===== config.mk =====
export PLATFORM = sky130hd
export DESIGN_NAME = nand_boot_seq
export DESIGN_NICKNAME = d
export VERILOG_FILES = /design/src/rtl/nand_boot_pkg.sv /design/src/rtl/nand_addr_gen.sv /design/src/rtl/nand_pin_drv.sv /design/src/rtl/nand_ready_wait.sv /design/src/rtl/nand_boot_seq.sv
export SDC_FILE = /design/constraint.sdc
export NUM_CORES = 1
export LEC_CHECK = 0
export CORE_MARGIN = 10
export CORE_UTILIZATION = 50
export DETAILED_ROUTE_END_ITERATION = 16
export PLACE_DENSITY = 0.71
export SYNTH_ARGS = -nofsm -noshare
export SYNTH_HDL_FRONTEND = slang
export SYNTH_HIERARCHICAL = 1
export SYNTH_SLANG_ARGS = --single-unit
export TNS_END_PERCENT = 5

===== constraint.sdc =====
create_clock -name clk -period 6.9 [get_ports clk]
set_clock_uncertainty 0.2 [all_clocks]
set_input_delay 1.38 -clock clk [delete_from_list [all_inputs] [get_ports clk]]
set_output_delay 1.38 -clock clk [all_outputs]
set_load 0.01 [all_outputs]

===== src/rtl/nand_boot_pkg.sv =====
package nand_boot_pkg;
  typedef enum logic [3:0] {
    S_IDLE, S_ENABLE, S_RST_CMD, S_RST_WAIT, S_RST_GAP,
    S_PG_CMD, S_PG_ADDR, S_PG_WAIT, S_PG_READ, S_PG_NEXT,
    S_OFF, S_DONE
  } seq_state_t;

  localparam logic [7:0] OP_RESET = 8'hFF;
  localparam logic [7:0] OP_READ  = 8'h00;
  localparam int         OFF_W    = 33;
endpackage


===== src/rtl/nand_addr_gen.sv =====
module nand_addr_gen #(
  parameter int PAGE_W = 16,
  parameter int PS_W   = 12
) (
  input  logic [PAGE_W-1:0] page,
  input  logic [PS_W-1:0]   page_size,
  input  logic [1:0]        idx,
  output logic [7:0]        addr_byte
);
  import nand_boot_pkg::*;

  logic [OFF_W-1:0] offset;

  // byte offset of the page; bit 8 is deliberately never transmitted
  assign offset = OFF_W'(page) * OFF_W'(page_size);

  always_comb begin
    unique case (idx)
      2'd0:    addr_byte = offset[7:0];
      2'd1:    addr_byte = offset[16:9];
      2'd2:    addr_byte = offset[24:17];
      default: addr_byte = offset[32:25];
    endcase
  end
endmodule


===== src/rtl/nand_pin_drv.sv =====
module nand_pin_drv (
  input  logic       clk,
  input  logic       rst,
  input  logic       ce_i,
  input  logic       cle_i,
  input  logic       ale_i,
  input  logic       we_i,
  input  logic       re_i,
  input  logic [7:0] dout_i,
  output logic       ce_n,
  output logic       cle,
  output logic       ale,
  output logic       we_n,
  output logic       re_n,
  output logic [7:0] dout
);
  always_ff @(posedge clk) begin
    if (rst) begin
      ce_n <= 1'b1;
      cle  <= 1'b0;
      ale  <= 1'b0;
      we_n <= 1'b1;
      re_n <= 1'b1;
      dout <= '0;
    end else begin
      ce_n <= ~ce_i;
      cle  <= cle_i;
      ale  <= ale_i;
      we_n <= ~we_i;
      re_n <= ~re_i;
      dout <= dout_i;
    end
  end
endmodule


===== src/rtl/nand_ready_wait.sv =====
module nand_ready_wait #(
  parameter int GAP = 3
) (
  input  logic clk,
  input  logic rst,
  input  logic active,
  input  logic rb,
  output logic ready
);
  localparam int GW = $clog2(GAP + 1);

  logic [GW-1:0] gap_cnt;

  // the ready line is ignored for GAP cycles so the device can drop it
  always_ff @(posedge clk) begin
    if (rst || !active) gap_cnt <= GW'(GAP);
    else if (gap_cnt != '0) gap_cnt <= gap_cnt - GW'(1);
  end

  assign ready = active && (gap_cnt == '0) && rb;
endmodule


===== src/rtl/nand_boot_seq.sv =====
module nand_boot_seq #(
  parameter int PAGE_W = 16,
  parameter int PS_W   = 12,
  parameter int CNT_W  = 20,
  parameter int ADDR_W = 20,
  parameter int WB_GAP = 3
) (
  input  logic              clk,
  input  logic              rst,
  input  logic              start,
  input  logic [PAGE_W-1:0] start_page,
  input  logic [PS_W-1:0]   page_size,
  input  logic [CNT_W-1:0]  byte_count,
  input  logic [ADDR_W-1:0] dest_base,
  output logic              ctl_en,
  output logic              nand_ce_n,
  output logic              nand_cle,
  output logic              nand_ale,
  output logic              nand_we_n,
  output logic              nand_re_n,
  output logic [7:0]        nand_dout,
  input  logic [7:0]        nand_din,
  input  logic              nand_rb,
  output logic              mem_we,
  output logic [ADDR_W-1:0] mem_addr,
  output logic [7:0]        mem_wdata,
  output logic              done
);
  import nand_boot_pkg::*;

  localparam int REM_W = ((CNT_W > PS_W) ? CNT_W : PS_W) + 1;

  seq_state_t              state;
  logic                    ph;
  logic [1:0]              aidx;
  logic [PAGE_W-1:0]       page;
  logic [PS_W-1:0]         ps_q;
  logic [PS_W-1:0]         col;
  logic [ADDR_W-1:0]       dest;
  logic signed [REM_W-1:0] remain;
  logic signed [REM_W-1:0] ps_s;
  logic signed [REM_W-1:0] rem_after;
  logic                    more;
  logic [7:0]              abyte;
  logic                    rdy;
  logic                    ce_i, cle_i, ale_i, we_i, re_i;
  logic [7:0]              dout_i;

  assign ps_s      = signed'(REM_W'(ps_q));
  assign rem_after = remain - ps_s;
  assign more      = !rem_after[REM_W-1];

  nand_addr_gen #(.PAGE_W(PAGE_W), .PS_W(PS_W)) u_addr (
    .page(page), .page_size(ps_q), .idx(aidx), .addr_byte(abyte)
  );

  nand_ready_wait #(.GAP(WB_GAP)) u_wait (
    .clk(clk), .rst(rst),
    .active(state == S_RST_WAIT || state == S_PG_WAIT),
    .rb(nand_rb), .ready(rdy)
  );

  // pin intent for the next cycle; the driver registers it
  always_comb begin
    ce_i   = state inside {S_RST_CMD, S_RST_WAIT, S_PG_CMD, S_PG_ADDR,
                           S_PG_WAIT, S_PG_READ};
    cle_i  = (state == S_RST_CMD) || (state == S_PG_CMD);
    ale_i  = (state == S_PG_ADDR);
    we_i   = (cle_i || ale_i) && !ph;
    re_i   = (state == S_PG_READ) && !ph;
    dout_i = (state == S_RST_CMD) ? OP_RESET :
             (state == S_PG_CMD)  ? OP_READ  : abyte;
  end

  nand_pin_drv u_pins (
    .clk(clk), .rst(rst),
    .ce_i(ce_i), .cle_i(cle_i), .ale_i(ale_i), .we_i(we_i), .re_i(re_i),
    .dout_i(dout_i),
    .ce_n(nand_ce_n), .cle(nand_cle), .ale(nand_ale),
    .we_n(nand_we_n), .re_n(nand_re_n), .dout(nand_dout)
  );

  always_ff @(posedge clk) begin
    if (rst) begin
      state     <= S_IDLE;
      ph        <= 1'b0;
      aidx      <= '0;
      page      <= '0;
      ps_q      <= '0;
      col       <= '0;
      dest      <= '0;
      remain    <= '0;
      ctl_en    <= 1'b0;
      mem_we    <= 1'b0;
      mem_addr  <= '0;
      mem_wdata <= '0;
      done      <= 1'b0;
    end else begin
      mem_we <= 1'b0;
      done   <= 1'b0;
      unique case (state)
        S_IDLE: if (start) begin
          page   <= start_page;
          ps_q   <= page_size;
          remain <= signed'(REM_W'(byte_count));
          dest   <= dest_base;
          ctl_en <= 1'b1;
          state  <= S_ENABLE;
        end
        S_ENABLE: begin
          ph    <= 1'b0;
          state <= S_RST_CMD;
        end
        S_RST_CMD: begin
          ph <= !ph;
          if (ph) state <= S_RST_WAIT;
        end
        S_RST_WAIT: if (rdy) state <= S_RST_GAP;
        S_RST_GAP:  state <= S_PG_CMD;
        S_PG_CMD: begin
          ph <= !ph;
          if (ph) begin
            aidx  <= '0;
            state <= S_PG_ADDR;
          end
        end
        S_PG_ADDR: begin
          ph <= !ph;
          if (ph) begin
            if (aidx == 2'd3) state <= S_PG_WAIT;
            aidx <= aidx + 2'd1;
          end
        end
        S_PG_WAIT: if (rdy) begin
          col   <= '0;
          ph    <= 1'b0;
          state <= S_PG_READ;
        end
        S_PG_READ: begin
          ph <= !ph;
          if (ph) begin
            mem_we    <= 1'b1;
            mem_addr  <= dest;
            mem_wdata <= nand_din;
            dest      <= dest + ADDR_W'(1);
            col       <= col + PS_W'(1);
            if (col == ps_q - PS_W'(1)) state <= S_PG_NEXT;
          end
        end
        S_PG_NEXT: begin
          page   <= page + PAGE_W'(1);
          remain <= rem_after;
          state  <= more ? S_PG_CMD : S_OFF;
        end
        S_OFF: begin
          ctl_en <= 1'b0;
          state  <= S_DONE;
        end
        S_DONE: begin
          done  <= 1'b1;
          state <= S_IDLE;
        end
        default: state <= S_IDLE;
      endcase
    end
  end
endmodule


==> results.txt <==
The number of H-tree branching levels came out at 4. In this run, post-CTS hold repair placed 0 buffers. The flow ran to the end, and the final reports show no timing, DRC or antenna violations. The sink count of the clock tree is roughly 130. The final weighted congestion of routability-driven global placement came out at 0.881. The number of instances in the synthesized netlist came out at between 1,500 and 2,000.

The total DRC errors in the routed layout came out at 0. The critical path is of the register to register type. The net count of the mapped netlist is between 2,000 and 2,500.

The hold violation count in the final report is 0. The final critical delay including setup and external delays came out at approximately 6.4 ns. Data on the critical path is required at its endpoint by approximately 7.0 ns.

The final net count is 2,111. Across all register-to-register paths, the minimum setup slack is ~0.47 ns. Clock tree synthesis selected as its root buffer the cell sky130_fd_sc_hd__clkbuf_16.

The warning count from the yosys run is 6. The path category of the worst min-delay check is register to register. Timing analysis after detailed placement gives a worst setup slack of 0.497 ns. The share of the clock period used by the worst path after layout came out at 0.931.

Wires add up to ~40 mm. The most used flip-flop cell after synthesis is sky130_fd_sc_hd__dfxtp_1. The initial utilization of the core area, before any placement, comes to 0.508. The endpoint identified for the worst register-to-register timing path is u_pins/dout[7]. Tracing the worst setup path back leads to its startpoint at ps_q[4]. The area of the die is roughly 34,000 µm². The fraction of layout instances using a drive strength above 1 came out at 0.0462. STA classifies the critical path endpoint as a register. Final hold analysis gives a worst-case slack of about 0.25 ns. The number of violations reported at the end of detailed-routing iteration 0 is about 1,100. The count of pins on the block boundary came out at between 100 and 150.

The number of endpoints failing setup at the final stage is 0. The signal arrival time at the worst endpoint came out at ~6.5 ns. The buffers inserted during post-CTS setup optimization came out at 0. The remaining antenna violation count after routing came out at 0. The area growth from synthesis to layout is 15.5%. The detailed-route via count came out at between 10,000 and 15,000. The proportion of synthesized flip-flops having asynchronous set or reset came out at 0. In this run the tool buffered the top-level ports with between 100 and 150 buffer cells. In this run the core area contains 60 standard-cell rows. Max-cap violations in this run came to 0. The number of unique standard cell types used by synthesis is 81. Global routing finished with a remaining overflow of 0. The overall die height came out at roughly 190 µm.

The clock transition time at the flip-flop clock pins of the worst setup and hold paths is roughly 0.08 ns. After detailed routing, the number of vias per cell comes to ~5.8. The iteration count of the initial detailed-routing pass is 5. The final core area utilization is 0.586. The clock latency on the worst-skew pair came out at ~0.43 ns. The number of global-route vias before repair came out at 12,200. The number of antenna violations at the first check in global routing is 1. The wire length of the first global-routing pass came out at approximately 64 mm. The average instance in the mapped netlist occupies 7.88 µm². For the pin with the worst max-slew slack, the measured transition is 1.09 ns.

Across the VDD grid, the largest voltage drop is roughly 190 µV. For this design the static power due to leakage is ~7 nW. The sum of negative setup slack is 0 ns.

The die width is 185 µm. The power density over the cells is 268 nW/µm². The achievable clock frequency is about 160 MHz. Post-CTS repair changed the size of 0 cells. The area share of the largest cell type after synthesis is 0.207. Across every metal layer, demand over resource in global routing totals 0.229. The reg-to-reg critical path startpoint is ps_q[4]. The end of the critical path is u_pins/dout[7].

The number of buffers inserted during clock tree synthesis is 17. The library cell occupying the most area in the post-synthesis netlist is sky130_fd_sc_hd__fa_1. The synthesized netlist occupies a cell area of around 14,000 µm². The worst setup path is launched from a register. The core region area is 26,900 µm². After legalization and detailed placement, the total HPWL measured just under 30 mm. Entering global routing, the biggest net connects 66 pins. The count of flip-flops with a built-in enable after synthesis is 0. The CTS tree is yes. The number of slew-limit violations in the final report came out at 0.

Setup repair after global routing left no endpoint under its margin. After synthesis, the cell types taking the most area are sky130_fd_sc_hd__fa_1 (21%), sky130_fd_sc_hd__dfxtp_1 (20%), sky130_fd_sc_hd__nand2_1 (8.4%), sky130_fd_sc_hd__ha_1 (7.7%), sky130_fd_sc_hd__inv_1 (5.9%). The register area share after synthesis came out at 0.197. The maximum clock insertion buffer count is 2. The highest fanout seen on the critical path is 21.

The depth of the worst register-to-register path came out at 19. Measured against its own limit, the worst slew margin works out to 0.275. The worst setup margin came out at 0.475 ns.

The number of storage elements in the synthesis netlist came out at approximately 130. The detailed-route wire length per cell is 18.1 µm. The number of filler instances in the final layout came out at ~2,500.
-- cells in the final DEF, fill, tap and decap left out, types with 45 or more instances in the layout --
cell / instances
sky130_fd_sc_hd__nand2_1: 304
sky130_fd_sc_hd__inv_1: 213
sky130_fd_sc_hd__fa_1: 141
sky130_fd_sc_hd__dfxtp_1: 134
sky130_fd_sc_hd__a21oi_1: 128
sky130_fd_sc_hd__clkdlybuf4s50_1: 122
sky130_fd_sc_hd__nor2_1: 100
sky130_fd_sc_hd__ha_1: 84
sky130_fd_sc_hd__and2_1: 73
sky130_fd_sc_hd__o21ai_0: 45
-- layout make-up --
cell class | count | area (µm²) | share of cell area
Inverter | 213 | 800 | 0.0507
Multi-Input combinational cell | 1292 | 9810 | 0.622
Clock inverter | 14 | 181 | 0.0115
Sequential cell | 134 | 2680 | 0.170
Antenna cell | 1 | 2.50 | 0.000159
Clock buffer | 18 | 439 | 0.0279
Timing Repair Buffer | 148 | 1420 | 0.0899
Tap cell | 341 | 427 | 0.0271
-- report_power, final --
group / total [mW] / internal [mW] / leakage (nW) / switching (mW)
combinational: 2.02 / 0.842 / 5.60 / 1.18
clock: 0.986 / 0.562 / 0.303 / 0.424
sequential: 1.21 / 0.904 / 1.09 / 0.310
-- kinds of logic after synthesis --
logic type | Yosys count | synth area share
AO/OA/AOI/OAI | 342 | 0.165
AND/OR/NAND/NOR | 675 | 0.236
XOR/XNOR | 44 | 0.0282
adder cells (fa/ha/maj) | 225 | 0.284
buffers and inverters | 306 | 0.0852
flip-flops | 134 | 0.197
multiplexers | 6 | 0.00440
-- metrics by stage --
step           power (mW)  cell area [µm²]  cells
2_1_floorplan        2.60            13600   1732
3_3_place_gp         3.18            15100   2128
3_5_place_dp         3.21            15100   2128
4_1_cts              4.22            15800   2160
5_1_grt              4.54            15800   2160
6_report             4.22            15800   2161
-- per-layer routing --
| metal | global-route usage | up-vias | part of all wire |
|---|---|---|---|
| met5 | 0 | - | 0 |
| met4 | 0.0582 | 0 | 0.019 |
| met3 | 0.0404 | 61 | 0.074 |
| met2 | 0.374 | 445 | 0.48 |
| met1 | 0.305 | 6123 | 0.43 |
| li1 | - | 5899 | - |
-- critical path, cell delays in order, from the launching register on --
cell                       delay [ns]
sky130_fd_sc_hd__dfxtp_1         1.01
sky130_fd_sc_hd__nand2_1         0.18
sky130_fd_sc_hd__fa_1            0.54
sky130_fd_sc_hd__fa_1            0.52
sky130_fd_sc_hd__inv_1           0.05
sky130_fd_sc_hd__fa_1            0.49
sky130_fd_sc_hd__fa_1            0.55
sky130_fd_sc_hd__inv_1           0.05
sky130_fd_sc_hd__fa_1            0.53
sky130_fd_sc_hd__inv_1           0.04
sky130_fd_sc_hd__ha_1            0.34
sky130_fd_sc_hd__a21oi_1         0.21
sky130_fd_sc_hd__o22ai_1         0.14
sky130_fd_sc_hd__a211oi_2        0.34
sky130_fd_sc_hd__a31oi_2         0.20
sky130_fd_sc_hd__a221oi_2        0.31
sky130_fd_sc_hd__xor2_1          0.19
sky130_fd_sc_hd__o31ai_1         0.09
sky130_fd_sc_hd__a21o_1          0.17
sky130_fd_sc_hd__nor2b_1         0.12
-- how the worst min path moves through the flow --
stage,startpoint,endpoint,slack (ns),cells after the start
6_report,mem_wdata[6],mem_wdata[6],0.25,2
5_1_grt,mem_addr[1],mem_addr[1],0.28,2
4_1_cts,mem_addr[1],mem_addr[1],0.26,2
3_3_place_gp,mem_wdata[6],mem_wdata[6],0.24,2
2_1_floorplan,dest[9],mem_addr[9],0.24,2
3_5_place_dp,mem_addr[16],mem_addr[16],0.25,2
-- synth_stat cells, types with 4 or more instances --
master                      instances
sky130_fd_sc_hd__nand2_1          304
sky130_fd_sc_hd__inv_1            213
sky130_fd_sc_hd__fa_1             141
sky130_fd_sc_hd__dfxtp_1          134
sky130_fd_sc_hd__a21oi_1          128
sky130_fd_sc_hd__nor2_1           101
sky130_fd_sc_hd__clkbuf_1          84
sky130_fd_sc_hd__ha_1              84
sky130_fd_sc_hd__and2_1            73
sky130_fd_sc_hd__o21ai_0           45
sky130_fd_sc_hd__nand3_1           42
sky130_fd_sc_hd__nor3_1            28
sky130_fd_sc_hd__xnor2_1           28
sky130_fd_sc_hd__a21o_1            26
sky130_fd_sc_hd__and3_1            26
sky130_fd_sc_hd__nor2b_1           22
sky130_fd_sc_hd__a31oi_1           19
sky130_fd_sc_hd__nand2b_1          16
sky130_fd_sc_hd__xor2_1            16
sky130_fd_sc_hd__nor4_1            15
sky130_fd_sc_hd__a22oi_1           13
sky130_fd_sc_hd__a211oi_1          10
sky130_fd_sc_hd__nand4_1            9
sky130_fd_sc_hd__o211ai_1           9
sky130_fd_sc_hd__a311oi_1           8
sky130_fd_sc_hd__or3_1              8
sky130_fd_sc_hd__o22ai_1            7
sky130_fd_sc_hd__mux2i_1            6
sky130_fd_sc_hd__o31ai_1            6
sky130_fd_sc_hd__a21boi_0           5
sky130_fd_sc_hd__and4_1             5
sky130_fd_sc_hd__a2111oi_0          4
sky130_fd_sc_hd__a211o_1            4
sky130_fd_sc_hd__a222oi_1           4
sky130_fd_sc_hd__a32oi_1            4
sky130_fd_sc_hd__buf_1              4
sky130_fd_sc_hd__nor3b_1            4
sky130_fd_sc_hd__o221ai_1           4
sky130_fd_sc_hd__o31a_1             4
-- registers in the layout (all words and copies together) (netlist names) --
signal,cells
dest,20
col,12
page,16
mem_wdata,8
aidx,2
u_pins/ce_n,1
u_pins/we_n,1
mem_addr,20
u_pins/ale,1
mem_we,1
ph,1
u_pins/dout,8
state,4
ps_q,12
remain,21
done,1
u_pins/cle,1
u_wait/gap_cnt,2
ctl_en,1
u_pins/re_n,1
Power figures use the tool's default switching activity.
